File: config.mk
export PLATFORM = sky130hd
export DESIGN_NAME = gdram_xmode_ctrl
export DESIGN_NICKNAME = d
export VERILOG_FILES = /design/src/rtl/gdram_xmode_pkg.sv /design/src/rtl/gdram_xmode_decode.sv /design/src/rtl/gdram_xmode_dll.sv /design/src/rtl/gdram_xmode_fields.sv /design/src/rtl/gdram_xmode_idread.sv /design/src/rtl/gdram_xmode_ctrl.sv
export SDC_FILE = /design/constraint.sdc
export NUM_CORES = 1
export LEC_CHECK = 0
export CAP_MARGIN = 20
export CORE_ASPECT_RATIO = 1.2
export CORE_UTILIZATION = 49
export DETAILED_ROUTE_END_ITERATION = 7
export PLACE_DENSITY = 0.79
export SYNTH_ARGS = -nofsm -noshare
export SYNTH_HDL_FRONTEND = slang
export SYNTH_HIERARCHICAL = 1
export SYNTH_SLANG_ARGS = --single-unit
export TNS_END_PERCENT = 50
File: constraint.sdc
create_clock -name clk -period 2.45 [get_ports clk]
set_input_delay 0.3675 -clock clk [delete_from_list [all_inputs] [get_ports clk]]
set_output_delay 0.3675 -clock clk [all_outputs]
set_load 0.03 [all_outputs]
File: src/rtl/gdram_xmode_pkg.sv
// Shared command codes, state encodings and the decoded-action record for
// the extended mode register controller. Assumes 3-bit command codes.
package gdram_xmode_pkg;

    typedef enum logic [2:0] {
        CMD_ACT      = 3'd0,
        CMD_READ     = 3'd1,
        CMD_WRITE    = 3'd2,
        CMD_PRE      = 3'd3,
        CMD_REF      = 3'd4,
        CMD_SR_ENTER = 3'd5,
        CMD_SR_EXIT  = 3'd6,
        CMD_EMRS     = 3'd7
    } cmd_e;

    typedef enum logic [2:0] {
        ID_IDLE     = 3'd0,
        ID_ON_WAIT  = 3'd1,
        ID_SHOW     = 3'd2,
        ID_OFF_WAIT = 3'd3,
        ID_HIGH     = 3'd4
    } id_state_e;

    // One flag per effect a command can have; at most one group fires.
    typedef struct packed {
        logic dll_enable;
        logic dll_disable;
        logic sr_enter;
        logic sr_exit;
        logic id_enter;
        logic id_exit;
        logic fields_wr;
        logic illegal;
    } cmd_act_t;

    localparam logic [3:0] VENDOR_NIBBLE   = 4'b0010;
    localparam logic [3:0] REVISION_NIBBLE = 4'b0011;
    localparam logic [7:0] ID_BYTE         = {REVISION_NIBBLE, VENDOR_NIBBLE};
    localparam logic [1:0] TERM_RESERVED   = 2'b11;

endpackage

File: src/rtl/gdram_xmode_decode.sv
// Combinational command classifier. Turns one command plus the current
// mode state into an action record. Assumes that identification mode
// outranks self-refresh, which outranks normal decoding.
module gdram_xmode_decode
    import gdram_xmode_pkg::*;
#(
    parameter bit HIGH_SPEED_MAP = 1'b1
) (
    input  logic        cmd_valid,
    input  logic [2:0]  cmd_code,
    input  logic [11:0] cmd_addr,
    input  logic        id_active,
    input  logic        in_sref,
    input  logic        dll_on,
    input  logic        read_ok,
    output cmd_act_t    act,
    output logic [2:0]  wr_code,
    output logic [1:0]  term_code,
    output logic [1:0]  drv_code
);

    cmd_e cmd;
    logic field_bad;
    logic unused_addr;

    assign cmd         = cmd_e'(cmd_code);
    assign wr_code     = {cmd_addr[7], cmd_addr[5], cmd_addr[4]};
    assign term_code   = cmd_addr[1:0];
    assign drv_code    = cmd_addr[3:2];
    assign unused_addr = ^{cmd_addr[11], cmd_addr[9:8]};

    // Field validity: reserved termination, or write-recovery code beyond the map.
    generate
        if (HIGH_SPEED_MAP) begin : g_hs_map
            assign field_bad = (term_code == TERM_RESERVED) || (wr_code == 3'd7);
        end else begin : g_mid_map
            assign field_bad = (term_code == TERM_RESERVED);
        end
    endgenerate

    // Classify the command into exactly one action group.
    always_comb begin
        act = '0;
        if (cmd_valid) begin
            if (id_active) begin
                if (cmd == CMD_EMRS && !cmd_addr[10]) act.id_exit = 1'b1;
                else                                  act.illegal = 1'b1;
            end else if (in_sref) begin
                if (cmd == CMD_SR_EXIT) act.sr_exit = 1'b1;
                else                    act.illegal = 1'b1;
            end else begin
                case (cmd)
                    CMD_READ:     act.illegal  = !read_ok;
                    CMD_SR_ENTER: act.sr_enter = 1'b1;
                    CMD_SR_EXIT:  act.illegal  = 1'b1;
                    CMD_EMRS: begin
                        if (cmd_addr[10]) begin
                            act.id_enter = 1'b1;
                        end else if (field_bad) begin
                            act.illegal = 1'b1;
                        end else begin
                            act.fields_wr = 1'b1;
                            if (cmd_addr[6])  act.dll_disable = 1'b1;
                            else if (!dll_on) act.dll_enable  = 1'b1;
                        end
                    end
                    default: ;
                endcase
            end
        end
    end

endmodule

File: src/rtl/gdram_xmode_dll.sv
// DLL enable, lock-interval counter and self-refresh tracking. Assumes the
// lock interval counts clock edges from the enabling command's edge.
module gdram_xmode_dll
    import gdram_xmode_pkg::*;
#(
    parameter int LOCK_CYCLES = 1000
) (
    input  logic     clk,
    input  logic     rst_n,
    input  cmd_act_t act,
    output logic     dll_on,
    output logic     in_sref,
    output logic     read_ok
);

    localparam int LCW = $clog2(LOCK_CYCLES + 1);

    logic [LCW-1:0] lock_cnt;

    // DLL state and lock countdown; an enable or refresh exit reloads it.
    always_ff @(posedge clk) begin
        if (!rst_n) begin
            dll_on   <= 1'b0;
            lock_cnt <= '0;
        end else if (act.dll_enable || act.sr_exit) begin
            dll_on   <= 1'b1;
            lock_cnt <= LCW'(LOCK_CYCLES);
        end else if (act.dll_disable) begin
            dll_on   <= 1'b0;
            lock_cnt <= '0;
        end else if (lock_cnt != '0) begin
            lock_cnt <= lock_cnt - 1'b1;
        end
    end

    // Self-refresh residency flag.
    always_ff @(posedge clk) begin
        if (!rst_n)           in_sref <= 1'b0;
        else if (act.sr_enter) in_sref <= 1'b1;
        else if (act.sr_exit)  in_sref <= 1'b0;
    end

    assign read_ok = dll_on && (lock_cnt == '0) && !in_sref;

    p_enable_waits_r2: assert property (@(posedge clk) disable iff (!rst_n)
        act.dll_enable |=> (dll_on && !read_ok));
    p_disable_drops_r2: assert property (@(posedge clk) disable iff (!rst_n)
        act.dll_disable |=> (!dll_on && !read_ok));
    p_sref_exit_restart_r4: assert property (@(posedge clk) disable iff (!rst_n)
        act.sr_exit |=> (dll_on && !read_ok && !in_sref));
    p_sref_enter_blocks_r4: assert property (@(posedge clk) disable iff (!rst_n)
        act.sr_enter |=> !read_ok);

endmodule

File: src/rtl/gdram_xmode_fields.sv
// Holds the write-recovery, termination and driver fields. These are
// written only by an accepted EMRS. Assumes the decoder has already
// rejected invalid codes.
module gdram_xmode_fields
    import gdram_xmode_pkg::*;
#(
    parameter bit HIGH_SPEED_MAP = 1'b1
) (
    input  logic       clk,
    input  logic       rst_n,
    input  cmd_act_t   act,
    input  logic [2:0] wr_code_in,
    input  logic [1:0] term_in,
    input  logic [1:0] drv_in,
    output logic [3:0] wr_cycles,
    output logic [1:0] term_sel,
    output logic [1:0] drv_sel
);

    localparam int WR_BASE = HIGH_SPEED_MAP ? 7 : 4;
    localparam int WR_MAX  = HIGH_SPEED_MAP ? 13 : 11;

    logic [2:0] wr_code_q;

    // Field capture on an accepted EMRS.
    always_ff @(posedge clk) begin
        if (!rst_n) begin
            wr_code_q <= '0;
            term_sel  <= '0;
            drv_sel   <= '0;
        end else if (act.fields_wr) begin
            wr_code_q <= wr_code_in;
            term_sel  <= term_in;
            drv_sel   <= drv_in;
        end
    end

    assign wr_cycles = 4'(WR_BASE) + {1'b0, wr_code_q};

    p_wr_in_map_r5: assert property (@(posedge clk) disable iff (!rst_n)
        (wr_cycles >= 4'(WR_BASE)) && (wr_cycles <= 4'(WR_MAX)));
    p_term_legal_r6: assert property (@(posedge clk) disable iff (!rst_n)
        term_sel != TERM_RESERVED);
    p_reject_keeps_r7: assert property (@(posedge clk) disable iff (!rst_n)
        act.illegal |=> ($stable(wr_cycles) && $stable(term_sel) && $stable(drv_sel)));
    p_exit_keeps_r9: assert property (@(posedge clk) disable iff (!rst_n)
        act.id_exit |=> ($stable(wr_cycles) && $stable(term_sel) && $stable(drv_sel)));

endmodule

File: src/rtl/gdram_xmode_idread.sv
// Identification readout sequencer. It applies the on-delay, shows the ID
// byte, applies the off-delay, and then parks the bus high until the next
// command. Assumes both delays are at least one cycle.
module gdram_xmode_idread
    import gdram_xmode_pkg::*;
#(
    parameter int ON_DLY  = 4,
    parameter int OFF_DLY = 4
) (
    input  logic       clk,
    input  logic       rst_n,
    input  cmd_act_t   act,
    input  logic       cmd_valid,
    output logic       id_active,
    output logic [7:0] dq_out,
    output logic       dq_oe
);

    localparam int MAX_DLY = (ON_DLY > OFF_DLY) ? ON_DLY : OFF_DLY;
    localparam int CW      = $clog2(MAX_DLY + 1);

    id_state_e       state;
    logic [CW-1:0]   dly_cnt;
    logic            cnt_done;

    assign cnt_done  = (dly_cnt == '0);
    assign id_active = (state == ID_ON_WAIT) || (state == ID_SHOW);

    // Sequencer state and delay counter; exit outranks entry and timers.
    always_ff @(posedge clk) begin
        if (!rst_n) begin
            state   <= ID_IDLE;
            dly_cnt <= '0;
        end else if (act.id_exit) begin
            state   <= ID_OFF_WAIT;
            dly_cnt <= CW'(OFF_DLY - 1);
        end else if (act.id_enter) begin
            state   <= ID_ON_WAIT;
            dly_cnt <= CW'(ON_DLY - 1);
        end else begin
            case (state)
                ID_ON_WAIT: begin
                    if (cnt_done) state <= ID_SHOW;
                    else          dly_cnt <= dly_cnt - 1'b1;
                end
                ID_OFF_WAIT: begin
                    if (cnt_done) state <= ID_HIGH;
                    else          dly_cnt <= dly_cnt - 1'b1;
                end
                ID_HIGH: if (cmd_valid) state <= ID_IDLE;
                default: ;
            endcase
        end
    end

    // Data byte and drive enable; they change only at phase boundaries.
    always_ff @(posedge clk) begin
        if (!rst_n) begin
            dq_out <= '0;
            dq_oe  <= 1'b0;
        end else if (act.id_enter) begin
            dq_out <= '0;
            dq_oe  <= 1'b0;
        end else if (!act.id_exit) begin
            if (state == ID_ON_WAIT && cnt_done) begin
                dq_out <= ID_BYTE;
                dq_oe  <= 1'b1;
            end else if (state == ID_OFF_WAIT && cnt_done) begin
                dq_out <= '1;
                dq_oe  <= 1'b1;
            end else if (state == ID_HIGH && cmd_valid) begin
                dq_out <= '0;
                dq_oe  <= 1'b0;
            end
        end
    end

    p_wait_quiet_r8: assert property (@(posedge clk) disable iff (!rst_n)
        (state == ID_ON_WAIT) |-> !dq_oe);
    p_show_byte_r8: assert property (@(posedge clk) disable iff (!rst_n)
        (state == ID_SHOW) |-> (dq_oe && dq_out == ID_BYTE));
    p_exit_holds_r9: assert property (@(posedge clk) disable iff (!rst_n)
        act.id_exit |=> ($stable(dq_out) && $stable(dq_oe)));
    p_high_park_r9: assert property (@(posedge clk) disable iff (!rst_n)
        (state == ID_HIGH) |-> (dq_oe && dq_out == 8'hFF));

endmodule

File: src/rtl/gdram_xmode_ctrl.sv
// Top of the extended mode register controller. It ties the decoder, DLL
// tracker, field registers and ID sequencer together and registers the
// refused-command flag. Assumes one command per cycle at most.
module gdram_xmode_ctrl
    import gdram_xmode_pkg::*;
#(
    parameter int LOCK_CYCLES    = 1000,
    parameter int ID_ON_DLY      = 4,
    parameter int ID_OFF_DLY     = 4,
    parameter bit HIGH_SPEED_MAP = 1'b1
) (
    input  logic        clk,
    input  logic        rst_n,
    input  logic        cmd_valid,
    input  logic [2:0]  cmd_code,
    input  logic [11:0] cmd_addr,
    output logic        read_ok,
    output logic        cmd_illegal,
    output logic        dll_on,
    output logic [7:0]  dq_out,
    output logic        dq_oe,
    output logic [3:0]  wr_cycles,
    output logic [1:0]  term_sel,
    output logic [1:0]  drv_sel
);

    cmd_act_t   act;
    logic       id_active;
    logic       in_sref;
    logic [2:0] wr_code;
    logic [1:0] term_code;
    logic [1:0] drv_code;

    gdram_xmode_decode #(.HIGH_SPEED_MAP(HIGH_SPEED_MAP)) u_decode (
        .cmd_valid (cmd_valid),
        .cmd_code  (cmd_code),
        .cmd_addr  (cmd_addr),
        .id_active (id_active),
        .in_sref   (in_sref),
        .dll_on    (dll_on),
        .read_ok   (read_ok),
        .act       (act),
        .wr_code   (wr_code),
        .term_code (term_code),
        .drv_code  (drv_code)
    );

    gdram_xmode_dll #(.LOCK_CYCLES(LOCK_CYCLES)) u_dll (
        .clk     (clk),
        .rst_n   (rst_n),
        .act     (act),
        .dll_on  (dll_on),
        .in_sref (in_sref),
        .read_ok (read_ok)
    );

    gdram_xmode_fields #(.HIGH_SPEED_MAP(HIGH_SPEED_MAP)) u_fields (
        .clk        (clk),
        .rst_n      (rst_n),
        .act        (act),
        .wr_code_in (wr_code),
        .term_in    (term_code),
        .drv_in     (drv_code),
        .wr_cycles  (wr_cycles),
        .term_sel   (term_sel),
        .drv_sel    (drv_sel)
    );

    gdram_xmode_idread #(.ON_DLY(ID_ON_DLY), .OFF_DLY(ID_OFF_DLY)) u_idread (
        .clk       (clk),
        .rst_n     (rst_n),
        .act       (act),
        .cmd_valid (cmd_valid),
        .id_active (id_active),
        .dq_out    (dq_out),
        .dq_oe     (dq_oe)
    );

    // One-cycle refused-command pulse.
    always_ff @(posedge clk) begin
        if (!rst_n) cmd_illegal <= 1'b0;
        else        cmd_illegal <= act.illegal;
    end

    p_early_read_r3: assert property (@(posedge clk) disable iff (!rst_n)
        (cmd_valid && cmd_code == 3'd1 && !read_ok) |=> cmd_illegal);
    p_id_guard_r10: assert property (@(posedge clk) disable iff (!rst_n)
        (cmd_valid && id_active && !(cmd_code == 3'd7 && !cmd_addr[10])) |=> cmd_illegal);
    p_sref_guard_r4: assert property (@(posedge clk) disable iff (!rst_n)
        (cmd_valid && in_sref && !id_active && cmd_code != 3'd6) |=> cmd_illegal);

endmodule

== After elaboration in Yosys (flattened, before gate mapping) ==
Index checks and enable logic that the tools add are counted.
Word-level totals
  bits of input ports: 18
  bits in registers: 35
  output and inout bits: 20
  logic and storage cells: 120
Operators by class
  bitwise logic cells: 3
  reduce and logical (&&, ||, !) cells: 32
  equality and inequality tests: 17
  muxes and demuxes: 51
  add/subtract/negate cells: 3
Operators by type and width (count)
  $mux W8: 4
  $mux W10: 3
  $mux W1: 27
  $mux W2: 10
  $eq A3 B3 Y1 const B: 5
  $mux W3: 4
  $reduce_bool A3 Y1: 4
  $logic_not A10 Y1: 1
  $reduce_bool A10 Y1: 1
  $sub A10 B1 Y10 const B: 1
  $pmux W3 S3: 1
  $ne A4 B2 Y1 const B: 2
  $reduce_and A2 Y1: 4
  $reduce_and A4 Y1: 2
  $eq A3 B1 Y1 const B: 2
  $eq A3 B2 Y1 const B: 2
  $logic_and A1 B1 Y1: 6
  $reduce_or A3 Y1: 2
  $mux W5: 1
  $reduce_bool A5 Y1: 1
  $add A3 B3 Y4 const A: 1
  $ne A2 B1 Y1 const B: 2
  $ne A4 B3 Y1 const B: 1
  $reduce_bool A2 Y1: 2
  10 further kinds: 17

== Depth between registers and ports, before layout ==
  depth after elaboration: 10
  gate-level depth with buffers: 9
  gate-level depth less buffers: 9

== By module ==
Netlist, hierarchy kept.
By module, submodules not included
  gdram_xmode_dll: cells an instance 64, area each 589.3 um^2, times used 1
  gdram_xmode_idread: cells an instance 57, area each 476.7 um^2, times used 1
  gdram_xmode_fields: cells an instance 28, area each 304.0 um^2, times used 1
  gdram_xmode_decode: cells an instance 26, area each 201.4 um^2, times used 1
  gdram_xmode_ctrl: cells an instance 2, area each 26.3 um^2, times used 1

== Worst setup path after synthesis ==
Ideal clock, no wire load.
  path type: flip-flop to flip-flop
  from: reg u_dll.lock_cnt[0]
  to: reg cmd_illegal
  clock period less this slack: 2608 ps
  required time: 2335 ps
  slack: -158 ps
  data arrival time: 2493 ps
  stages on the path, launching flop included: 10
  library setup time: 115 ps
  path through: dfxtp_1 > inv_1 > ha_1 > nor3b_2 > nand3_1 > nor3b_1 > nor4b_1 > a2111oi_1 > and4b_1 > and2_1
On the way
  word-level cells in the longest chain between the ends: 7
RTL lines
  from (decl): line gdram_xmode_dll.sv:18  | logic [LCW-1:0] lock_cnt;
  from (signal assigned): line gdram_xmode_dll.sv:27  | lock_cnt <= LCW'(LOCK_CYCLES);
  from (signal assigned): line gdram_xmode_dll.sv:32  | lock_cnt <= lock_cnt - 1'b1;
  $logic_not A10 Y1: line gdram_xmode_dll.sv:43  | assign read_ok = dll_on && (lock_cnt == '0) && !in_sref;
  $logic_and A1 B1 Y1 (2 in a row): line gdram_xmode_dll.sv:43
  net read_ok: line gdram_xmode_ctrl.sv:17  | output logic read_ok,
  $logic_not A1 Y1: line gdram_xmode_decode.sv:53  | CMD_READ: act.illegal = !read_ok;
  $pmux W1 S3: line gdram_xmode_decode.sv:52  | case (cmd)
  $mux W1: line gdram_xmode_decode.sv:48  | end else if (in_sref) begin
  $mux W1: line gdram_xmode_decode.sv:45  | if (id_active) begin
  to (signal assigned): line gdram_xmode_ctrl.sv:82  | else cmd_illegal <= act.illegal;
  to (decl): line gdram_xmode_ctrl.sv:18  | output logic cmd_illegal,
The timed path passes the listed nets, and every way through them passes these cells.
A chain may end at the register's enable or synchronous reset.

== Worst setup path after layout ==
  from: reg u_dll.lock_cnt[0]
  to: out read_ok
On the way
  word-level cells in the longest chain between the ends: 3
RTL lines (line)
  $logic_not A10 Y1: gdram_xmode_dll.sv:43
  $logic_and A1 B1 Y1 (2 in a row): gdram_xmode_dll.sv:43
  to (decl): gdram_xmode_ctrl.sv:17
No other way between the ends.

==> impl_metrics.env <==
export IMPL_status="finished, final reports clean"
export IMPL_ys_ff_latch=28
export IMPL_post_route_drc_count=0
export IMPL_slew_headroom=0.716
export IMPL_die_area_sq_um=3490
export IMPL_die_height_microns=64.6
export IMPL_hpwl_microns=2640
export IMPL_postCtsSetupBuffers=0
export IMPL_use_met3=0.0235
export IMPL_yosys_area_share_simple=0.315
export IMPL_gp_congestion=0.793
export IMPL_power_uw=1360
export IMPL_async_flop_share=0
export IMPL_syn_inst=177
export IMPL_design_final_nets=229
export IMPL_antenna_found_initial=0
export IMPL_fin_crit_sh=0.907
export IMPL_vias=1324
export IMPL_grt_max_degree=16
export IMPL_wl_per_cell_microns=13.4
export IMPL_die_w_microns=54.1
export IMPL_numPortBuffers=34
export IMPL_layout_min_cycle_time_ns=2.22
export IMPL_powerDensity_nw_per_um2=696
export IMPL_synthesis_nets=199
export IMPL_synth_top_cell_by_area="dfxtp_1"
export IMPL_max_cap_viol_count=0
export IMPL_grt_pass1_vias=1302
export IMPL_cts_tree="built"
export IMPL_cts_num_sinks=28
export IMPL_synth_compound_area_frac=0.118
export IMPL_first_pass_iters=4
export IMPL_leakage_uw=0.000718
export IMPL_muxShareOfSynthArea=0.0501
export IMPL_cp_arrival_ns=1.86
export IMPL_layout_drive_gt1_share=0.107
export IMPL_setup_viol=0
export IMPL_synth_seq_area_share=0.351
export IMPL_grt_first_pass_wirelength_microns=5660
export IMPL_path_cells="inv_1 -> ha_1 -> nor3b_4 -> nand3_1 -> nor3b_2 -> buf_2"
export IMPL_met1_usage=0.276
export IMPL_cts_root_buffer="clkbuf_4"
export IMPL_fin_setup_tns_ns=0
export IMPL_ir_drop_mv=0.523
export IMPL_ys_types=50
export IMPL_synth_top_family_by_area="simple AND/OR/NAND/NOR gates"
export IMPL_cp_max_fo=4
export IMPL_path_class="reg2out"
export IMPL_cpPeakStageDelay_ns=0.37
export IMPL_diodes=0
export IMPL_ff_latch_area_sq_um=561
export IMPL_fmax_mhz=450
export IMPL_synth_adder_area_share=0.0313
export IMPL_grt_total_usage=0.213
export IMPL_fp_row_count=22
export IMPL_synth_area_leaders="dfxtp_1 35%, buf_4 6.6%, nor2b_1 5.1%"
export IMPL_numCtsBuffers=3
export IMPL_hold_viol_final=0
export IMPL_multiInputGateArea_sq_um=895
export IMPL_clkTransAtPathRegs_ns=0.15
export IMPL_synth_area_sq_um=1600
export IMPL_grt_use_met2=0.360
export IMPL_ant_nets=0
export IMPL_insertion_delay_ns=0.32
export IMPL_drt_iter0_markers=29
export IMPL_nFillCells=282
export IMPL_htree_levels=1
export IMPL_yosysWarnings=6
export IMPL_maxSlewViolCount=0
export IMPL_synthFlopType="dfxtp_1"
export IMPL_synth_top_area_share=0.351
export IMPL_avgSynthCellArea_sq_um=9.03
export IMPL_critPathLaunchType="flip-flop"
export IMPL_overflow=0
export IMPL_synth_common_cells="28 x dfxtp_1, 14 x buf_4, 13 x nor2b_1"
export IMPL_grt_setup_unrepaired="no"
export IMPL_drt_total_wl_microns=3240
export IMPL_worst_slew_pin_slew_ns=0.424
export IMPL_cp_slowest_cell="dfxtp_1"
export IMPL_synth_xor_area_share=0.0384
export IMPL_cts_path_max_buffers=2
export IMPL_cp_required_ns=2.08
export IMPL_synth_edf_count=0
export IMPL_gr_max_usage_layer="met2"
export IMPL_ctsHoldBuffers=0
export IMPL_syn_to_final_growth_pct=22.3
export IMPL_vias_per_cell=5.47
export IMPL_yosysMostFrequentCell="dfxtp_1"
export IMPL_start_util=0.518
export IMPL_hold_path_class="reg2reg"
export IMPL_worstSetupEndpointType="output pin"
export IMPL_io_pins=38
export IMPL_core_sq_um=3080
export IMPL_skew_ns=0.0123
-- report_power, final --
group	total, uW	switching [uW]	internal [uW]
Clock	219	128	90.8
Sequential	607	87.4	519
Combinational	534	246	288
Total	1360	462	898
-- sequential cells by signal, indices dropped and copies added (netlist names) --
register,count
u_idread/dq_oe,1
cmd_illegal,1
u_idread/dq_out,1
u_dll/in_sref,1
u_fields/term_sel,2
u_dll/dll_on,1
u_fields/wr_code_q,3
u_idread/state,3
u_idread/dly_cnt,3
u_dll/lock_cnt,10
u_fields/drv_sel,2
-- repair_timing --
action | in CTS | in global routing
cloned | 0 | 0
gates resized for setup | 3 | 4
endpoints found under the setup margin | 1 | 2
-- worst max-delay path, delay by kind of cell (launching register included) --
family	cells	cell delay, ns
flip-flops	1	0.37
AND/OR/NAND/NOR	3	0.67
adder cells (fa/ha/maj)	1	0.20
buffers and inverters	2	0.30
-- layer usage --
layer,wire length [microns],up-vias
met3,72,4
met4,34,0
met2,1640,19
li1,-,680
met5,0,-
met1,1500,621
-- logic make-up (layout without fill, tap and decap cells) --
family,count (synthesis),in the layout
buffers and inverters,25,54
xor gates and xnor gates,7,7
and+or+nand+nor,76,76
AOI/OAI and AO/OA,29,29
DFF,28,28
adders and majority gates,4,4
muxes,8,8
-- worst paths after layout --
check                                                 startpoint                          endpoint  slack [ns]  depth (start not counted)
worst min-delay path            u_idread/dly_cnt[2]$_SDFFE_PP0P_  u_idread/dly_cnt[2]$_SDFFE_PP0P_        0.52                          2
worst min register to register  u_idread/dly_cnt[2]$_SDFFE_PP0P_  u_idread/dly_cnt[2]$_SDFFE_PP0P_        0.52                          2
worst max register to register    u_idread/state[0]$_SDFFE_PN0P_    u_dll/lock_cnt[1]$_SDFFE_PP0N_        0.24                          8
worst max-delay path              u_dll/lock_cnt[0]$_SDFFE_PP0N_                           read_ok        0.23                          6
-- through the flow --
step                      area, sq um  instances  hold WS [ns]  utilization  setup WS (ns)
after detailed placement         1920        238         0.502        0.622         0.0909
after floorplan                  1600        177         0.471            -          0.158
after global routing             1950        242         0.553        0.634        0.00523
final                            1950        242         0.525        0.634          0.227
after CTS                        1950        242         0.525        0.634         0.0655
after global placement           1920        238         0.489        0.622          0.131
-- layout make-up --
cell class,instances,share of cell area
well taps,36,0.0230
repair buffers,40,0.195
multi-input cells,124,0.458
flip-flops and latches,28,0.287
inverters,10,0.0192
clock buffers,4,0.0186
-- placed cells by master (no fill, tap or decap), drive strengths merged, types with 5 or more instances in the layout --
master	instances
a21oi	9
buf	7
clkdlybuf4s50	33
dfxtp	28
inv	9
mux2i	8
nand2	9
nand2b	5
nand3	6
nor2	9
nor2b	13
nor3b	5
o21ai	8
xnor2	5
Power figures use the tool's default switching activity.
